--- config.mk ---
export PLATFORM = sky130hd
export DESIGN_NAME = vec_strided_load
export DESIGN_NICKNAME = d
export VERILOG_FILES = /design/src/rtl/vec_strided_load.sv
export SDC_FILE = /design/constraint.sdc
export NUM_CORES = 1
export LEC_CHECK = 0
export BUFFER_PORTS_ARGS = -buffer_cell sky130_fd_sc_hd__buf_2
export CAP_MARGIN = 20
export CORE_AREA = 5 5 147 205
export CTS_CLUSTER_SIZE = 8
export DETAILED_ROUTE_END_ITERATION = 7
export DIE_AREA = 0 0 152 210
export PLACE_DENSITY_LB_ADDON = 0.2
export SYNTH_ARGS = -nofsm -noshare
export SYNTH_HDL_FRONTEND = slang
export SYNTH_SLANG_ARGS = --single-unit
--- constraint.sdc ---
create_clock -name clk -period 2.7 [get_ports clk]
set_input_delay 0.135 -clock clk [delete_from_list [all_inputs] [get_ports clk]]
set_output_delay 0.135 -clock clk [all_outputs]
set_load 0.01 [all_outputs]
--- src/rtl/vec_strided_load.sv ---
module vec_strided_load #(
  parameter int AW    = 32,
  parameter int DW    = 64,
  parameter int NBANK = 16,
  parameter int BUSY  = 4,
  parameter int LAT   = 12,
  parameter int MAXVL = 64
) (
  input  logic                        clk,
  input  logic                        rst_n,
  input  logic                        start_i,
  input  logic [AW-1:0]               base_i,
  input  logic [AW-1:0]               stride_i,
  input  logic [$clog2(MAXVL+1)-1:0]  vlen_i,
  output logic                        busy_o,
  output logic                        done_o,
  output logic                        req_valid_o,
  output logic [$clog2(NBANK)-1:0]    req_bank_o,
  output logic [AW-1:0]               req_addr_o,
  input  logic [DW-1:0]               rsp_data_i,
  output logic                        wr_en_o,
  output logic [$clog2(MAXVL)-1:0]    wr_idx_o,
  output logic [DW-1:0]               wr_data_o
);
  localparam int BW  = $clog2(NBANK);
  localparam int IW  = $clog2(MAXVL);
  localparam int VLW = $clog2(MAXVL+1);
  localparam int CW  = $clog2(BUSY+1);

  logic           active;
  logic [VLW-1:0] len_q, iss_cnt;
  logic [AW-1:0]  addr_q, stride_q;
  logic [CW-1:0]  bank_cnt [NBANK];
  logic [LAT-1:0] pv;
  logic [IW-1:0]  pidx [LAT];

  wire [BW-1:0]  bank     = addr_q[BW-1:0];
  wire           accept   = start_i && !active;
  wire [VLW-1:0] vl_clamp = (vlen_i > VLW'(MAXVL)) ? VLW'(MAXVL) : vlen_i;
  wire           last_wr  = wr_en_o && (wr_idx_o == IW'(len_q - VLW'(1)));

  assign req_valid_o = active && (iss_cnt < len_q) && (bank_cnt[bank] == '0);
  assign req_bank_o  = bank;
  assign req_addr_o  = addr_q;
  assign busy_o      = active;
  assign wr_en_o     = pv[LAT-1];
  assign wr_idx_o    = pidx[LAT-1];
  assign wr_data_o   = rsp_data_i;

  always_ff @(posedge clk) begin
    if (!rst_n) begin
      active   <= 1'b0;
      done_o   <= 1'b0;
      len_q    <= '0;
      iss_cnt  <= '0;
      addr_q   <= '0;
      stride_q <= '0;
      pv       <= '0;
      for (int b = 0; b < NBANK; b++) bank_cnt[b] <= '0;
      for (int k = 0; k < LAT; k++)   pidx[k]     <= '0;
    end else begin
      done_o <= (accept && vl_clamp == '0) || last_wr;
      if (accept && vl_clamp != '0) begin
        active   <= 1'b1;
        len_q    <= vl_clamp;
        iss_cnt  <= '0;
        addr_q   <= base_i;
        stride_q <= stride_i;
      end else begin
        if (last_wr) active <= 1'b0;
        if (req_valid_o) begin
          iss_cnt <= iss_cnt + VLW'(1);
          addr_q  <= addr_q + stride_q;
        end
      end
      for (int b = 0; b < NBANK; b++) begin
        if (req_valid_o && bank == BW'(b)) bank_cnt[b] <= CW'(BUSY - 1);
        else if (bank_cnt[b] != '0)        bank_cnt[b] <= bank_cnt[b] - CW'(1);
      end
      pv      <= {pv[LAT-2:0], req_valid_o};
      pidx[0] <= iss_cnt[IW-1:0];
      for (int k = 1; k < LAT; k++) pidx[k] <= pidx[k-1];
    end
  end
endmodule

==> summary.md <==
| Metric | Value |
|---|---|
| EDFF count, synth | `48` |
| MaxCap Viol Count | `0` |
| Vias per inst | `5.014` |
| H-tree depth | `1` |
| Starting Density | `39.10%` |
| Largest stage delay, worst path | `540 ps` |
| Vert. Die Dim | `210 um` |
| Hold_sp | `base_i[2]` |
| First-pass GRT wire length | `45400 um` |
| GRT Resource Usage Total | `16.95%` |
| Reg-to-Reg Start | `bank_cnt[0][2]` |
| Worst EP required | `2940 ps` |
| Worst clock skew | `33.38 ps` |
| Placed cells | `1673` |
| Reg2reg path depth | `9` |
| Seq cells post-synth | `216` |
| Post-synth top area cell | `dfxtp_1` |
| Final WS setup | `-73.16 ps` |
| Area Overhead vs Synth | `25.89%` |
| DIE AREA | `31920 um2` |
| Worst-skew pair later-pin latency | `570 ps` |
| Drt total wl | `28120 um` |
| PwrDens | `757.7 nW/um2` |
| Pin count of the biggest net entering global routing | `98` |
| Post-route insts no fill | `1802` |
| Synthesized area | `11000 um2` |
| Fin. max-slew vios | `0` |
| Mean routed wirelength per cell | `15.60 um` |
| CP cell instances | `or4_1 > a31oi_1 > a21oi_2 > a221oi_2 > o211ai_1 > or3_1 > buf_6 > nor3_4 > nand3b_1` |
| IO buf count | `119` |
| Synth top area cells | `dfxtp_1 (31%), edfxtp_1 (13%), ha_1 (8.1%)` |
| Yosys top cell area share | `30.57%` |
| Avg Cell Area, Syn | `8.893 um2` |
| Reg2reg end | `bank_cnt[0][1]` |
| Routability Congestion | `0.8547` |
| Worst reg-to-reg setup slack | `-70 ps` |
| DRC Markers | `0` |
| Min Tclk post-route | `2773 ps` |
| Most common cell after layout, fill and taps aside | `dfxtp_1` |
| Core Area | `28130 um2` |
| Slowest-stage cell, CP | `or4_1` |
| Number of global-route vias before repair | `9357` |
| Violated checks | `negative hold slack, negative setup slack` |
| Via count | `9035` |
| Final Setup Violations | `17` |
| Final-report hold violation count | `1` |
| Initial antenna violation count | `1` |
| # nets final | `1628` |
| Fraction of layout cells with a size suffix above 1 | `21.51%` |
| Crit path to | `bank_cnt[0][1]` |
| CTS sink count | `216` |
| DR iter-0 viols | `328` |
| Synth cell types | `69` |
| Slew @ Worst Pin | `664.8 ps` |
| Routed Antenna Nets | `0` |
| Relative max-transition margin | `55.58%` |
| Worst VDD drop | `0.3555 mV` |
| Synth async-reset ratio | `0%` |
| Leakage | `0.005977 uW` |
| CP endpoint kind | `register` |
| CTS root buf | `clkbuf_16` |
| Synth Flop Type | `dfxtp_1` |
| Num rows | `73` |
| Final period utilization | `102.7%` |
| Worst setup slack after placement | `-114.6 ps` |
| HPWL after DPL | `20070 um` |
| Syn nets | `1447` |
| Worst-case clock buffer depth | `3` |
| Hold Crit Class | `in2reg` |
| Status | `complete, but fails checks` |
| Diode count | `0` |
| Crit Path Max Fanout | `7` |
| 1st-pass router iterations | `5` |
| Grt total ovfl | `0` |
| Synth Warn # | `0` |
| Crit. Startpoint | `bank_cnt[0][2]` |
| Ports | `248` |
| Post-Synthesis Cells | `1237` |
| Critical Path Start Type | `register` |
| Most frequent cells in the layout | `dfxtp_1 (165), nand2_1 (128), nor2_1 (117), buf_2 (117), a21oi_1 (92)` |
| Clock slew at reported path FFs | `50 ps` |
| CTS Buf Count | `30` |
| Crit path kind | `reg2reg` |
| WP data arrival | `3010 ps` |
| Die width | `152 um` |
| Unrepaired setup endpoints after global routing | `true` |
| Sequential area share after synthesis | `43.68%` |
| CTS tree | `done` |
| Worst hold slack | `-2.857 ps` |
| Fmax | `360.6 MHz` |
==> layer usage <==
layer	wire length [um]	track usage, %	vias to the layer above
met5	7	0	-
met4	803	6.266	2
met3	1386	3.307	59
met2	14690	32.73	219
met1	11230	18.15	4243
li1	-	-	4512
==> registers in the layout, indices dropped and copies added (netlist names), named ones only <==
register	cells
stride_q	32
pidx	72
bank_cnt	48
req_addr_o	32
iss_cnt	7
len_q	7
pv	12
done_o	1
busy_o	1
==> synth_stat cells (all sizes together) (29+ instances only) <==
cell type / count
dfxtp: 168
nand2: 130
nor2: 125
a21oi: 101
buf: 86
and2: 83
ha: 71
inv: 59
edfxtp: 48
clkbuf: 46
nor3: 30
o21ai: 29
==> power by group <==
| part | leakage, uW | internal (uW) | total (uW) | switching (uW) |
|---|---|---|---|---|
| combinational | 0.00369 | 1360 | 2980 | 1620 |
| sequential | 0.00190 | 3880 | 4180 | 300 |
| clock | 0.000393 | 2000 | 3330 | 1330 |
==> through the flow <==
| stage | utilization, % | setup TNS (ps) | hold WS (ps) | cell area, um2 | power (uW) |
|---|---|---|---|---|---|
| floorplan | - | -776.4 | 243.6 | 11020 | 6199 |
| global placement | 42.26 | -425.1 | 270.1 | 11890 | 6900 |
| detailed placement | 42.26 | -920.8 | 270.1 | 11890 | 6977 |
| CTS | 48.04 | -460.1 | 5.963 | 13520 | 10500 |
| global route | 49.23 | -10620 | 2.516 | 13850 | 11190 |
| finish | 49.23 | -476.0 | -2.857 | 13850 | 10490 |
==> worst max-delay path, delay by kind of cell (launching register included) <==
kind                   cells  cell delay (ps)
buffers and inverters      1              150
and+or+nand+nor            4             1240
AOI/OAI and AO/OA          4              700
DFF                        1              370
==> how the worst min path moves through the flow <==
stage                         end  slack (ps)  cells past startpoint
global placement    wr_data_o[14]         270                      0
detailed placement  wr_data_o[14]         270                      0
global route             register           3                      3
CTS                      register           6                      3
floorplan                len_q[0]         240                      2
finish                   register          -3                      3
==> repair_timing <==
item                                    CTS  global route
endpoints found under the setup margin   39           114
setup buffers                             4            14
endpoints found under the hold margin    85             0
hold buffers                             70             0
pin swaps                                10            32
gates resized for setup                  19            45
gates cloned                              0             1
==> cells by family (layout without fill, tap and decap cells) <==
family	count (synthesis)	after routing	synth area share, %
fa+ha+maj	72	72	8.257
flops	216	216	43.68
mux	13	13	1.183
compound gates	237	237	13.79
simple gates	471	471	20.99
buf+inv	192	382	9.247
xor+xnor	36	36	2.866
==> area by class of cell <==
cell class / count / area (um2)
Fill cell: 2712 / 14280
Multi-Input combinational cell: 829 / 5446
Sequential cell: 216 / 4808
Timing Repair Buffer: 281 / 2081
Clock buffer: 40 / 788.3
Tap cell: 375 / 469.2
Inverter: 60 / 225.2
Clock inverter: 1 / 30.03
(Power assumes the default switching activity.)
